**config.mk**
```make
export PLATFORM = sky130hd
export DESIGN_NAME = ptp_frame_classifier
export DESIGN_NICKNAME = d
export VERILOG_FILES = /design/src/rtl/ptpc_pkg.sv /design/src/rtl/ptpc_field_extract.sv /design/src/rtl/ptpc_rule_match.sv /design/src/rtl/ptp_frame_classifier.sv
export SDC_FILE = /design/constraint.sdc
export NUM_CORES = 1
export LEC_CHECK = 0
export BUFFER_PORTS_ARGS = -buffer_cell sky130_fd_sc_hd__buf_4
export CAP_MARGIN = 20
export CORE_ASPECT_RATIO = 0.6
export CORE_MARGIN = 2
export CORE_UTILIZATION = 61
export CTS_BUF_LIST = sky130_fd_sc_hd__clkbuf_4 sky130_fd_sc_hd__clkbuf_8
export CTS_CLUSTER_SIZE = 28
export DETAILED_ROUTE_END_ITERATION = 16
export PLACE_DENSITY = 0.82
export SYNTH_ARGS = -nofsm -noshare
export SYNTH_HDL_FRONTEND = slang
export SYNTH_SLANG_ARGS = --single-unit
```
**constraint.sdc**
```tcl
create_clock -name clk -period 4.1 [get_ports clk]
set_clock_uncertainty 0.1 [all_clocks]
set_input_delay 0 -clock clk [delete_from_list [all_inputs] [get_ports clk]]
set_output_delay 0 -clock clk [all_outputs]
set_load 0.02 [all_outputs]
```
**src/rtl/ptpc_pkg.sv**
```systemverilog
package ptpc_pkg;
  localparam int NUM_PARAMS = 11;
  localparam int NUM_RULES  = 14;

  // comparator indices
  localparam int P_V4A = 0, P_V4B = 1, P_V6A = 2, P_V6B = 3;
  localparam int P_U0 = 4, P_U1 = 5, P_ET0 = 6, P_ETC = 7;
  localparam int P_MAC0 = 8, P_MAC1 = 9, P_MACC = 10;

  typedef struct packed {
    logic [47:0]  mac_da;
    logic [15:0]  etype;
    logic [3:0]   ihl;
    logic [31:0]  v4_da;
    logic [127:0] v6_da;
    logic [15:0]  dport;
    logic [3:0]   ver;
    logic [15:0]  seq;
    logic         seq_done;
  } ptpc_fields_t;

  // first comparator of rule r
  function automatic int rule_first(input int r);
    if (r < 8)       return r / 2;
    else if (r < 12) return P_MAC0 + (r % 2);
    else             return P_MACC;
  endfunction

  // second comparator of rule r
  function automatic int rule_second(input int r);
    if (r < 8)       return P_U0 + (r % 2);
    else if (r < 12) return P_ET0 + ((r - 8) / 2);
    else             return P_ET0 + (r - 12);
  endfunction

  // version acceptance
  function automatic logic version_ok(input logic [3:0] ver, input logic [2:0] en);
    return en[0] && ((ver == 4'd1 && en[1]) || (ver == 4'd2 && en[2]));
  endfunction
endpackage

```
**src/rtl/ptpc_field_extract.sv**
```systemverilog
module ptpc_field_extract
  import ptpc_pkg::*;
#(
  parameter int POS_W = 11
) (
  input  logic         clk,
  input  logic         rst_n,
  input  logic         in_valid,
  input  logic [7:0]   in_data,
  input  logic         in_sof,
  output ptpc_fields_t fields_o,
  output logic         is_v4_o,
  output logic         is_v6_o
);
  localparam logic [POS_W-1:0] POS_MAX = '1;
  localparam logic [POS_W-1:0] ETH_HDR = POS_W'(14);

  ptpc_fields_t f_q, f_d;
  logic [POS_W-1:0] pos_q, cur_pos, udp_base, ptp_base;
  logic is_v4, is_v6;

  assign is_v4   = (f_q.etype == 16'h0800);
  assign is_v6   = (f_q.etype == 16'h86DD);
  assign cur_pos = in_sof ? '0 : pos_q;

  assign udp_base = is_v6 ? POS_W'(54) : ETH_HDR + POS_W'({f_q.ihl, 2'b00});
  assign ptp_base = (is_v4 || is_v6) ? udp_base + POS_W'(8) : ETH_HDR;

  always_comb begin
    f_d = in_sof ? '0 : f_q;
    if (cur_pos < POS_W'(6))
      f_d.mac_da = {f_d.mac_da[39:0], in_data};
    if (cur_pos == POS_W'(12) || cur_pos == POS_W'(13))
      f_d.etype = {f_d.etype[7:0], in_data};
    if (is_v4 && cur_pos == ETH_HDR)
      f_d.ihl = in_data[3:0];
    if (is_v4 && cur_pos >= POS_W'(30) && cur_pos <= POS_W'(33))
      f_d.v4_da = {f_d.v4_da[23:0], in_data};
    if (is_v6 && cur_pos >= POS_W'(38) && cur_pos <= POS_W'(53))
      f_d.v6_da = {f_d.v6_da[119:0], in_data};
    if ((is_v4 || is_v6) &&
        (cur_pos == udp_base + POS_W'(2) || cur_pos == udp_base + POS_W'(3)))
      f_d.dport = {f_d.dport[7:0], in_data};
    if (cur_pos == ptp_base + POS_W'(1))
      f_d.ver = in_data[3:0];
    if (!f_q.seq_done &&
        (cur_pos == ptp_base + POS_W'(30) || cur_pos == ptp_base + POS_W'(31)))
      f_d.seq = {f_d.seq[7:0], in_data};
    if (!f_q.seq_done && cur_pos == ptp_base + POS_W'(31))
      f_d.seq_done = 1'b1;
  end

  always_ff @(posedge clk) begin
    if (!rst_n) begin
      f_q   <= '0;
      pos_q <= '0;
    end else if (in_valid) begin
      f_q   <= f_d;
      pos_q <= (cur_pos == POS_MAX) ? POS_MAX : cur_pos + POS_W'(1);
    end
  end

  assign fields_o = f_q;
  assign is_v4_o  = is_v4;
  assign is_v6_o  = is_v6;

  AST_SEQ_DONE_STICKY: assert property (@(posedge clk) disable iff (!rst_n)
    (f_q.seq_done && !(in_valid && in_sof)) |=> f_q.seq_done)
    else $error("seq_done dropped mid-frame");
endmodule

```
**src/rtl/ptpc_rule_match.sv**
```systemverilog
module ptpc_rule_match
  import ptpc_pkg::*;
(
  input  logic                  clk,
  input  logic                  rst_n,
  input  ptpc_fields_t          fields_i,
  input  logic                  is_v4_i,
  input  logic                  is_v6_i,
  input  logic [NUM_PARAMS-1:0] param_mask_i,
  input  logic [NUM_RULES-1:0]  rule_mask_i,
  input  logic [15:0]           cfg_ethertype_i,
  input  logic [47:0]           cfg_mac_da_i,
  output logic [NUM_PARAMS-1:0] param_hit_o,
  output logic [NUM_RULES-1:0]  rule_hit_o,
  output logic                  any_rule_o
);
  logic [NUM_PARAMS-1:0] raw_hit;

  always_comb begin
    raw_hit          = '0;
    raw_hit[P_V4A]   = (fields_i.v4_da == 32'hE000_0181);
    raw_hit[P_V4B]   = (fields_i.v4_da == 32'hE000_006B);
    raw_hit[P_V6A]   = ({fields_i.v6_da[127:116], fields_i.v6_da[111:0]} ==
                        {12'hFF0, 112'h181});
    raw_hit[P_V6B]   = (fields_i.v6_da == {16'hFF02, 96'h0, 16'h006B});
    raw_hit[P_U0]    = (fields_i.dport == 16'd319);
    raw_hit[P_U1]    = (fields_i.dport == 16'd320);
    raw_hit[P_ET0]   = (fields_i.etype == 16'h88F7);
    raw_hit[P_ETC]   = (fields_i.etype == cfg_ethertype_i);
    raw_hit[P_MAC0]  = (fields_i.mac_da == 48'h011B_1900_0000);
    raw_hit[P_MAC1]  = (fields_i.mac_da == 48'h0180_C200_000E);
    raw_hit[P_MACC]  = (fields_i.mac_da == cfg_mac_da_i);
  end

  assign param_hit_o = raw_hit & ~param_mask_i;

  for (genvar r = 0; r < NUM_RULES; r++) begin : g_rule
    localparam int A = rule_first(r);
    localparam int B = rule_second(r);
    logic gate;
    if (r < 4) begin : g_v4
      assign gate = is_v4_i;
    end else if (r < 8) begin : g_v6
      assign gate = is_v6_i;
    end else begin : g_l2
      assign gate = 1'b1;
    end
    assign rule_hit_o[r] = gate && param_hit_o[A] && param_hit_o[B] && !rule_mask_i[r];
  end

  assign any_rule_o = |rule_hit_o;

  AST_V4_RULES_NEED_V4: assert property (@(posedge clk) disable iff (!rst_n)
    (|rule_hit_o[3:0]) |-> (fields_i.etype == 16'h0800))
    else $error("IPv4 rule hit on non-IPv4 frame");
  AST_V6_RULES_NEED_V6: assert property (@(posedge clk) disable iff (!rst_n)
    (|rule_hit_o[7:4]) |-> (fields_i.etype == 16'h86DD))
    else $error("IPv6 rule hit on non-IPv6 frame");
  AST_MASKED_PARAM_QUIET: assert property (@(posedge clk) disable iff (!rst_n)
    (&param_mask_i) |-> !any_rule_o)
    else $error("rule hit with all comparators masked");
endmodule

```
**src/rtl/ptp_frame_classifier.sv**
```systemverilog
module ptp_frame_classifier
  import ptpc_pkg::*;
#(
  parameter int POS_W = 11
) (
  input  logic                  clk,
  input  logic                  rst_n,
  input  logic                  byte_valid,
  input  logic [7:0]            byte_data,
  input  logic                  frame_sof,
  input  logic                  frame_eof,
  input  logic [NUM_PARAMS-1:0] cfg_param_mask,
  input  logic [NUM_RULES-1:0]  cfg_rule_mask,
  input  logic [2:0]            cfg_enable,
  input  logic [15:0]           cfg_ethertype,
  input  logic [47:0]           cfg_mac_da,
  output logic                  detect_o,
  output logic [15:0]           seq_id_o
);
  ptpc_fields_t          fields;
  logic                  is_v4, is_v6, any_rule, ver_accept, eof_q;
  logic [NUM_PARAMS-1:0] param_hit;
  logic [NUM_RULES-1:0]  rule_hit;

  ptpc_field_extract #(.POS_W(POS_W)) extract_i (
    .clk(clk), .rst_n(rst_n), .in_valid(byte_valid), .in_data(byte_data),
    .in_sof(frame_sof), .fields_o(fields), .is_v4_o(is_v4), .is_v6_o(is_v6)
  );

  ptpc_rule_match match_i (
    .clk(clk), .rst_n(rst_n), .fields_i(fields), .is_v4_i(is_v4), .is_v6_i(is_v6),
    .param_mask_i(cfg_param_mask), .rule_mask_i(cfg_rule_mask),
    .cfg_ethertype_i(cfg_ethertype), .cfg_mac_da_i(cfg_mac_da),
    .param_hit_o(param_hit), .rule_hit_o(rule_hit), .any_rule_o(any_rule)
  );

  always_ff @(posedge clk) begin
    if (!rst_n) eof_q <= 1'b0;
    else        eof_q <= byte_valid && frame_eof;
  end

  assign ver_accept = version_ok(fields.ver, cfg_enable);
  assign detect_o   = eof_q && fields.seq_done && ver_accept && any_rule;
  assign seq_id_o   = detect_o ? fields.seq : 16'h0;

  AST_DETECT_AFTER_EOF: assert property (@(posedge clk) disable iff (!rst_n)
    detect_o |-> $past(byte_valid && frame_eof))
    else $error("detect without preceding end of frame");
  AST_DETECT_ONE_CYCLE: assert property (@(posedge clk) disable iff (!rst_n)
    detect_o |=> !detect_o)
    else $error("detect held longer than one cycle");
  AST_NO_DETECT_DISABLED: assert property (@(posedge clk) disable iff (!rst_n)
    !cfg_enable[0] |-> !detect_o)
    else $error("detect while disabled");
  AST_DETECT_NEEDS_SEQ: assert property (@(posedge clk) disable iff (!rst_n)
    detect_o |-> fields.seq_done)
    else $error("detect on short frame");
  AST_ALL_RULES_MASKED: assert property (@(posedge clk) disable iff (!rst_n)
    (&cfg_rule_mask) |-> !detect_o)
    else $error("detect with all rules masked");
endmodule

```
==> results of run 1 <==
[cells in the mapped netlist (6+ instances only)]
library cell	count
o311ai_0	8
a22oi_1	81
nor3_1	18
ha_1	8
nand4_1	41
o22ai_1	6
dfxtp_1	277
nor2_1	132
nand3_1	57
o21ai_0	14
nor4bb_1	7
a21oi_1	45
nor4_1	49
nand2_1	50
a31oi_1	6
mux2i_1	29
nor3b_1	25
clkbuf_1	82
nor4b_1	12
a22o_1	128
xnor2_1	43
xor2_1	32
inv_1	15
[logic make-up (layout without fill, tap and decap cells)]
| logic type | Yosys count | after routing | share of synthesized area, % |
|---|---|---|---|
| flip-flops | 277 | 277 | 46.5 |
| adder cells (fa/ha/maj) | 8 | 8 | 0.839 |
| buffers and inverters | 105 | 244 | 3.47 |
| AO/OA/AOI/OAI | 323 | 323 | 20.8 |
| XOR/XNOR | 75 | 75 | 5.51 |
| AND/OR/NAND/NOR | 439 | 439 | 20.5 |
| multiplexers | 29 | 29 | 2.43 |
[worst min path at each step]
stage,from,end,cells after the start
after floorplan,byte_data[4],extract_i.fields_o[5],2
after global placement,frame_eof,eof_q,2
after detailed placement,frame_eof,eof_q,2
after CTS,byte_data[5],extract_i.fields_o[42],4
after global routing,byte_data[0],extract_i.fields_o[37],4
final,byte_data[4],extract_i.fields_o[41],4
[state kept, by name, summed over array words and instances (netlist names)]
| register | cells |
|---|---|
| extract_i.fields_o | 265 |
| extract_i.pos_q | 11 |
| eof_q | 1 |
[worst max-delay path, cell delays in order (launching register included)]
cell and delay, ps:
dfxtp_1 440, and4_1 360, and4_4 290, nor2_1 60, ha_1 290, or3_1 380, o221ai_1 80, ha_1 280
xnor2_1 140, nor3_1 200, nand2_1 90, mux2i_1 310, nand4_4 390, mux2i_1 280
[power by group through the flow]
stage                     registers, mW  logic, mW  clock network [mW]
after floorplan                    2.77      0.179                   0
after global placement             2.78      0.321                   0
after detailed placement           2.78      0.324                   0
after CTS                          2.72      0.336                2.43
after global routing               2.72      0.366                2.56
final                              2.73      0.346                2.41
[per-layer routing]
metal | vias to the layer above | GRT usage (%) | wire (um)
met2 | 594 | 42.0 | 13000
met5 | - | 0 | 0
met3 | 69 | 8.83 | 4050
met1 | 5076 | 52.8 | 16500
li1 | 4975 | - | -
met4 | 0 | 7.25 | 691
[cell type report]
class / instances / share of cell area, %
multi-input cells: 874 / 42.7
well taps: 266 / 2.36
repair buffers: 155 / 8.78
clock inverters: 7 / 0.693
inverters: 16 / 0.435
clock buffers: 66 / 5.61
flip-flops and latches: 277 / 39.4
==> results.ini, run 1 <==
[outcome]
status=finished clean

[placed_design]
globalplace.congestion=0.991
dpl_cell_area_um2=13100
dp_slack_ps=393
hpwlAfterDp_um=23800
dp.cells=1574
io_buffers=121

[critical_path]
critPathKind=register to register
required_ps=4460
cp-startpoint=extract_i.fields_o[205]
critPathArrivalTime_ps=4140
crit_path_end=extract_i.fields_o[5]
reg2regPathDepth=13
start_kind=register
ff2ff_setup_slack_ps=320
crit_path_max_fanout=16
end_kind=register
r2r-start=extract_i.fields_o[205]
r2r_end=extract_i.fields_o[5]

[global_routing]
grt_max_degree=121
grt_pass1_wl_um=53400
antenna_found_initial=0
grt_pass1_vias=9727
grt_overflow=0
grt_usage_pct=32.6

[final_layout]
finalNonFillerCells=1661
antenna_cells=0
regArea_um2=5550
nets=1477
layout.core_utilization_pct=73.8
area_delta_synth_final_pct=18.1
multi_input_area_um2=6020
final_cell_mix=dfxtp_1, buf_4, nor2_1
fillers=1434
drive_above_1_share_pct=17.4
layout.cells.most_common=dfxtp_1
finalInstanceArea_um2=14100

[pwr]
leakage_nw=5.33
p_per_area_nw_per_um2=389
power_frac_clock_pct=44.0
p_int_mw=4.19
irDropWorstVdd_mv=0.241
power_frac_seq_pct=49.7
swShare_pct=23.5
p_switching_mw=1.29
comb_power_share_pct=6.3
p_total_mw=5.48

[worst_hold_path]
worstHoldPathType=input pin to register

[sta]
setup_slack_ps=324
final_max_slew_viol_count=0
fin_crit_sh_pct=92.1
finalSetupTns_ps=0
relSlewSlack_pct=30.4
min_period_ps=3780
max_freq_mhz=265
holdWs_ps=261
setup_viol=0
hold_viol=0
rsz0062_at_grt=false
worst_pin_slew_ps=1040

[cts]
ctsHoldBuffers=14
clockBufferDepth=3
clkLatencyLatePin_ps=540
ctsResizeCount=0
cts_sinks=277
clock-root-buffer=clkbuf_8
path_clk_slew_ps=70
cts-buffers-inserted=40
cts_setup_buffers=0
cts_max_level=2
cts_tree=done

[logic_synthesis]
ys_warn_count=0
ys_seq_area_share_pct=46.5
synth_top_area_cell=dfxtp_1
synth-seq-cells=277
synth_area_leaders=dfxtp_1, a22o_1, a22oi_1, nor2_1, xnor2_1
synth_area_per_cell_um2=9.50
syn-num-nets=1369
synth_top_area_share_pct=46.5
async_flop_share_pct=0
synth_edf_count=0
synth.distinct_cells=70
syn_inst=1256
ys.flop_type=dfxtp_1
synth_area_um2=11900

[die]
die_w_um=185
rows=39
coreArea_um2=19100
initial_core_util_pct=62.5
die_area_um2=20700
boundaryPins=122
die_h_um=112

[detailed_routing]
wl_per_cell_um=20.6
vias_per_cell=6.45
drt-total-wl_um=34300
drt_pass1_iterations=6
drtIter0Drc=1569
vias=10714
antenna_left=0
drcViolationCount=0

[run]
max_cap_violations=0

(Power assumes the default switching activity.)
==> run 2, diff against run 1 <==
CORE_UTILIZATION = 62   (was 61)
PLACE_DENSITY = 0.83   (was 0.82)
SYNTH_HIERARCHICAL = 1   (was unset)
==> run 2 against run 1 <==
  * Total power grew 0.46%
  * Die area grew 7.2%
  * Combinational power grew 7.8%
  * Largest cell class unchanged
  * Design area grew 7.5%
  * Highest routed layer unchanged
==> results.ini, run 2 <==
[logic_synthesis]
syn-num-nets=1506  ; +10%
synth_area_per_cell_um2=9.34  ; -1.6%
syn_inst=1394  ; +11%
synth_area_um2=13000  ; +9.2%
ys_warn_count=6  ; +6

[die]
boundaryPins=122  ; unchanged
coreArea_um2=20800  ; +9.2%
rows=41  ; +5.1%
die_w_um=191  ; +3.6%
die_h_um=116  ; +3.5%
die_area_um2=22200  ; +7.2%
initial_core_util_pct=62.5  ; about the same

[sta]
final_max_slew_viol_count=0  ; unchanged
max_freq_mhz=256  ; -3.3%
relSlewSlack_pct=36.2  ; +5.7 points
worst_pin_slew_ps=952  ; -85.9 ps
fin_crit_sh_pct=95.2  ; +3.1 points
min_period_ps=3900  ; +127 ps
setup_slack_ps=197  ; -127 ps
finalSetupTns_ps=0  ; unchanged
hold_viol=0  ; unchanged
rsz0062_at_grt=false
setup_viol=0  ; unchanged

[detailed_routing]
antenna_left=0  ; unchanged
vias=11456  ; +6.9%
drt_pass1_iterations=6  ; unchanged
drcViolationCount=0  ; unchanged
vias_per_cell=6.39  ; -1.0%
wl_per_cell_um=21.4  ; +3.6%
drtIter0Drc=1279  ; -18%
drt-total-wl_um=38400  ; +12%

[final_layout]
area_delta_synth_final_pct=16.3
drive_above_1_share_pct=16.6  ; -0.79 points
final_cell_mix=dfxtp_1, nor2b_1, a22oi_1
layout.core_utilization_pct=72.7  ; -1.1 points
layout.cells.most_common=dfxtp_1
antenna_cells=0  ; unchanged
finalInstanceArea_um2=15100  ; +7.5%
regArea_um2=5550  ; unchanged
multi_input_area_um2=7010  ; +16%
fillers=1530  ; +6.7%
largest_reg_flops=265  ; unchanged
nets=1598  ; +8.2%

[pwr]
irDropWorstVdd_mv=0.259  ; +7.5%
p_per_area_nw_per_um2=364  ; -6.6%
leakage_nw=5.49  ; +3.0%

[placed_design]
io_buffers=121  ; unchanged
globalplace.congestion=0.950  ; -4.1%
dpl_cell_area_um2=14100  ; +8.0%
dp_slack_ps=447  ; +54.0 ps
hpwlAfterDp_um=26500  ; +11%

[critical_path]
cp_slowest_cell=or4b_1
critPathArrivalTime_ps=3800  ; -340 ps
r2r_end=extract_i/fields_o[9]
cp_common_cell=buf_4
r2r-start=extract_i/fields_o[198]
max_stage_delay_ps=580  ; +140 ps
required_ps=4000  ; -460 ps
crit_path_max_fanout=17  ; +1
reg2regPathDepth=15  ; +2
crit_family=simple AND/OR/NAND/NOR gates
cp_num_cells=13  ; unchanged
ff2ff_setup_slack_ps=340  ; +20 ps
start_kind=register
end_kind=primary output
cp-startpoint=extract_i/fields_o[201]
crit_buf_inv=5  ; +5
crit_chain=or4b_1 -> nor4_1 -> buf_4 -> nand2_1 -> inv_1 -> inv_1 -> nor4_2 -> a2111oi_0 -> o2111ai_1 -> buf_4 -> nand3_1 -> a211oi_1 -> buf_4
critPathKind=register to primary output

[global_routing]
grt_pass1_vias=10210  ; +5.0%
antenna_found_initial=1  ; +1
grt_max_degree=97  ; -20%
grt_usage_pct=33.7  ; +1.0 points
grt_overflow=0  ; unchanged
grt_pass1_wl_um=58000  ; +8.6%

[cts]
path_clk_slew_ps=70  ; about the same
cts_max_level=2  ; unchanged
clockBufferDepth=3  ; unchanged
cts_setup_buffers=0  ; unchanged
clock-root-buffer=clkbuf_8
cts_tree=done
cts_sinks=277  ; unchanged
cts-buffers-inserted=40  ; unchanged
clkLatencyLatePin_ps=550  ; about the same

[worst_hold_path]
hold-path-cell-count=4  ; unchanged
worstHoldPathType=input pin to register
hp-start=byte_data[3]
hold_end=extract_i/fields_o[200]

[run]
max_cap_violations=0  ; unchanged

[outcome]
status=finished clean

==> run 2: cell types whose count changed in the layout (fill, tap and decap cells not counted), sizes merged, moves of 16 or more <==
cell,before,now
nor2b,5,228
xor2,32,55
nand3,57,26
a22oi,81,208
nor2,132,36
a22o,128,16
xnor2,43,16
nand4,43,27
==> run 2: cell type report <==
cell class / instances / share of cell area [%]
multi-input cells: 996 / 46.3
flip-flops and latches: 277 / 36.6
repair buffers: 155 / 8.56
clock buffers: 65 / 5.29
well taps: 279 / 2.31
clock inverters: 6 / 0.554
inverters: 16 / 0.397
==> run 2: stage by stage <==
| step | hold slack (ps) | total power [mW] | cells |
|---|---|---|---|
| 6_report | 272 | 5.51 | 1794 |
| 5_1_grt | 287 | 5.68 | 1794 |
| 4_1_cts | 245 | 5.51 | 1793 |
| 3_5_place_dp | 134 | 3.13 | 1709 |
| 3_3_place_gp | 131 | 3.13 | 1709 |
| 2_1_floorplan | 45.9 | 2.96 | 1394 |
==> run 2: repair_timing <==
| action | in CTS | in global routing |
|---|---|---|
| resized for setup | 0 | 2 |
| hold endpoints to repair | 94 | 0 |
| endpoints found under the setup margin | 0 | 17 |
| hold buffers | 13 | 0 |
==> run 2: worst max-delay path by stage <==
stage	endpoint	slack, ps
2_1_floorplan	extract_i/fields_o[13]	290
3_3_place_gp	extract_i/fields_o[16]	570
3_5_place_dp	extract_i/fields_o[15]	450
4_1_cts	seq_id_o[8]	240
5_1_grt	seq_id_o[8]	60
6_report	seq_id_o[8]	200
==> run 2: per-layer routing <==
layer	vias up	track usage (%)	wire (um)
met4	0	7.85	544
li1	5334	-	-
met1	5501	50.7	17600
met5	-	0	0
met2	568	46.0	15500
met3	53	11.0	4740
==> run 2: power breakdown <==
group,total (mW),switching (mW),leakage (nW),internal (mW)
clock,2.41,1.05,0.473,1.36
combinational,0.373,0.203,2.78,0.169
sequential,2.72,0.0229,2.23,2.70
total,5.51,1.27,5.49,4.23
==> run 2: worst reg2reg max path, delay by kind of cell, from the launching register on <==
| family | cells | cell delay, ps |
|---|---|---|
| AOI/OAI and AO/OA | 5 | 1130 |
| and+or+nand+nor | 5 | 1040 |
| adders and majority gates | 2 | 660 |
| DFF | 1 | 430 |
| buffers and inverters | 3 | 340 |
==> run 3, diff against run 2 <==
ABC_AREA = 1   (was unset)
CORE_UTILIZATION = 63   (was 62)
==> run 3 against run 2 <==
  * Count of clock-buffer cells in the layout rose by 6
  * Setup slack improved by 410 ps
  * Register-to-register slack improved by 370 ps
  * Cell count rose by 81%
  * Highest routed layer unchanged
  * Routed wire length rose by 34%
  * Largest power group unchanged
  * Global-route usage rose by 1.4 points
  * Total power rose by 8.0%
  * Clock power rose by 4%
  * Sequential cell count did not move
  * Largest cell class unchanged
  * Sequential share of layout area fell by 7.2 points
  * Non-clock buffer count fell by 3
  * Sequential power rose by 2%
==> results.ini, run 3 <==
[cts]
clock-root-buffer=clkbuf_8
ctsHoldBuffers=13  ; unchanged
cts_setup_buffers=0  ; unchanged
cts-buffers-inserted=42  ; +5.0%
ctsResizeCount=0  ; unchanged
cts_tree=done
clockBufferDepth=3  ; unchanged
clkLatencyLatePin_ps=580  ; +30 ps
cts_max_level=2  ; unchanged
path_clk_slew_ps=60  ; about the same
cts_sinks=277  ; unchanged

[detailed_routing]
drt_pass1_iterations=6  ; unchanged
drtIter0Drc=2757  ; +120%
wl_met2_um=21100  ; +36%
dr.max_layer_used=met4
drcViolationCount=0  ; unchanged
met1Wirelength_um=23200  ; +32%
wl_per_cell_um=15.8  ; -26%
drt-total-wl_um=51300  ; +34%
dr_wl_met3_um=5850  ; +23%
vias=18502  ; +62%
antenna_left=0  ; unchanged
vias_per_cell=5.69  ; -11%

[critical_path]
ff2ff_setup_slack_ps=710  ; +370 ps
r2r-start=extract_i/fields_o[203]
required_ps=4000  ; about the same
reg2regPathDepth=15  ; unchanged
crit_path_max_fanout=17  ; unchanged
crit_path_end=seq_id_o[10]
start_kind=register
critPathArrivalTime_ps=3400  ; -400 ps
r2r_end=extract_i/fields_o[14]
cp-startpoint=extract_i/fields_o[203]
critPathKind=register to primary output
end_kind=primary output

[global_routing]
grt_usage_pct=35.1  ; +1.4 points
antenna_found_initial=0  ; -1
grt_overflow=0  ; unchanged
grt_pass1_vias=15757  ; +54%
grt_max_degree=185  ; +91%
grt_pass1_wl_um=80900  ; +40%

[final_layout]
layout.core_utilization_pct=71.6  ; -1.1 points
final_cell_mix=nand2_1, nor2_1, inv_1
layout.cells.most_common=nand2_1
largest_reg_flops=265  ; unchanged
drive_above_1_share_pct=10.2  ; -6.4 points
antenna_cells=0  ; unchanged
fillers=2312  ; +51%
nets=2973  ; +86%
area_delta_synth_final_pct=11.9

[run]
max_cap_violations=0  ; unchanged

[pwr]
leakage_nw=8.38  ; +53%
irDropWorstVdd_mv=0.284  ; +9.8%
p_per_area_nw_per_um2=315  ; -13%

[sta]
setup_slack_ps=602  ; +405 ps
setup_viol=0  ; unchanged
worst_pin_slew_ps=1080  ; +126 ps
final_max_slew_viol_count=0  ; unchanged
fin_crit_sh_pct=85.3  ; -9.9 points
hold_viol=0  ; unchanged
max_freq_mhz=286  ; +12%
relSlewSlack_pct=28.1  ; -8.0 points
rsz0062_at_grt=false
min_period_ps=3500  ; -405 ps
finalSetupTns_ps=0  ; unchanged

[placed_design]
globalplace.congestion=1.03  ; +8.1%
io_buffers=121  ; unchanged
hpwlAfterDp_um=34900  ; +32%
dp_slack_ps=893  ; +446 ps

[die]
initial_core_util_pct=64.0  ; +1.5 points
boundaryPins=122  ; unchanged
rows=46  ; +12%
coreArea_um2=26400  ; +27%
die_area_um2=28100  ; +27%
die_w_um=215  ; +13%
die_h_um=131  ; +12%

[logic_synthesis]
synth_area_um2=16900  ; +30%
syn-num-nets=2930  ; +95%
syn_inst=2818  ; +100%
ys_warn_count=6  ; unchanged
synth_area_per_cell_um2=5.99  ; -36%

[outcome]
status=finished clean

[worst_hold_path]
worstHoldPathType=input pin to register

==> run 3: changes by cell type in the layout (fill, tap and decap cells not counted), sizes merged, moves of 64 or more <==
| cell | change |
|---|---|
| a21oi | +221 |
| a22oi | -208 |
| inv | +301 |
| nand2 | +898 |
| nand3 | +241 |
| nor2 | +294 |
| nor2b | -228 |
| nor4 | -64 |
| o211ai | +74 |
==> run 3: final cells by class <==
cell class              count  area (um2)  area share (%)
inverters                 319        1210            6.42
well taps                 360         450            2.39
repair buffers            152        1240            6.57
clock inverters             6        32.5           0.172
multi-input cells        2069        9510            50.4
flip-flops and latches    277        5550            29.4
clock buffers              71         890            4.71
==> run 3: metrics by stage <==
stage | instance area (um2) | hold slack (ps) | total power [mW] | cells
2_1_floorplan | 16900 | 45.9 | 3.24 | 2818
3_3_place_gp | 17800 | 130 | 3.45 | 3164
3_5_place_dp | 17800 | 137 | 3.46 | 3164
4_1_cts | 18900 | 185 | 5.95 | 3254
5_1_grt | 18900 | 204 | 6.15 | 3254
6_report | 18900 | 209 | 5.95 | 3254
==> run 3: routing by layer <==
layer	track usage [%]	up-vias
met1	52.7	8368
met4	9.01	0
li1	-	9083
met3	7.34	88
met5	0	-
met2	50.8	963
==> run 3: critical path, cell delays in order (launching register included) <==
cell and delay (ps):
dfxtp_1 470, nand2_1 140, nor2_1 120, nand2_1 50, nor2_1 610, nand4_1 260, nand2_1 120, nor2_1 50
nand2_1 110, nand2_1 80, inv_1 50, nand2_1 70, nor2_4 110, nand2_4 170, nor2_1 220, buf_4 180
==> run 3: worst min-delay path by stage <==
| stage | startpoint | end | slack, ps | cells after the start |
|---|---|---|---|---|
| floorplan | frame_eof | eof_q | 50 | 1 |
| global placement | frame_eof | eof_q | 130 | 2 |
| detailed placement | frame_eof | eof_q | 140 | 2 |
| CTS | byte_data[7] | extract_i/fields_o[172] | 190 | 4 |
| global route | byte_data[7] | extract_i/fields_o[172] | 200 | 4 |
| finish | byte_data[7] | extract_i/fields_o[172] | 210 | 4 |
==> run 3: where the power goes <==
part	leakage [nW]	switching [mW]	internal, mW
clock network	0.494	1.15	1.37
registers	2.24	0.0558	2.73
logic	5.65	0.440	0.209
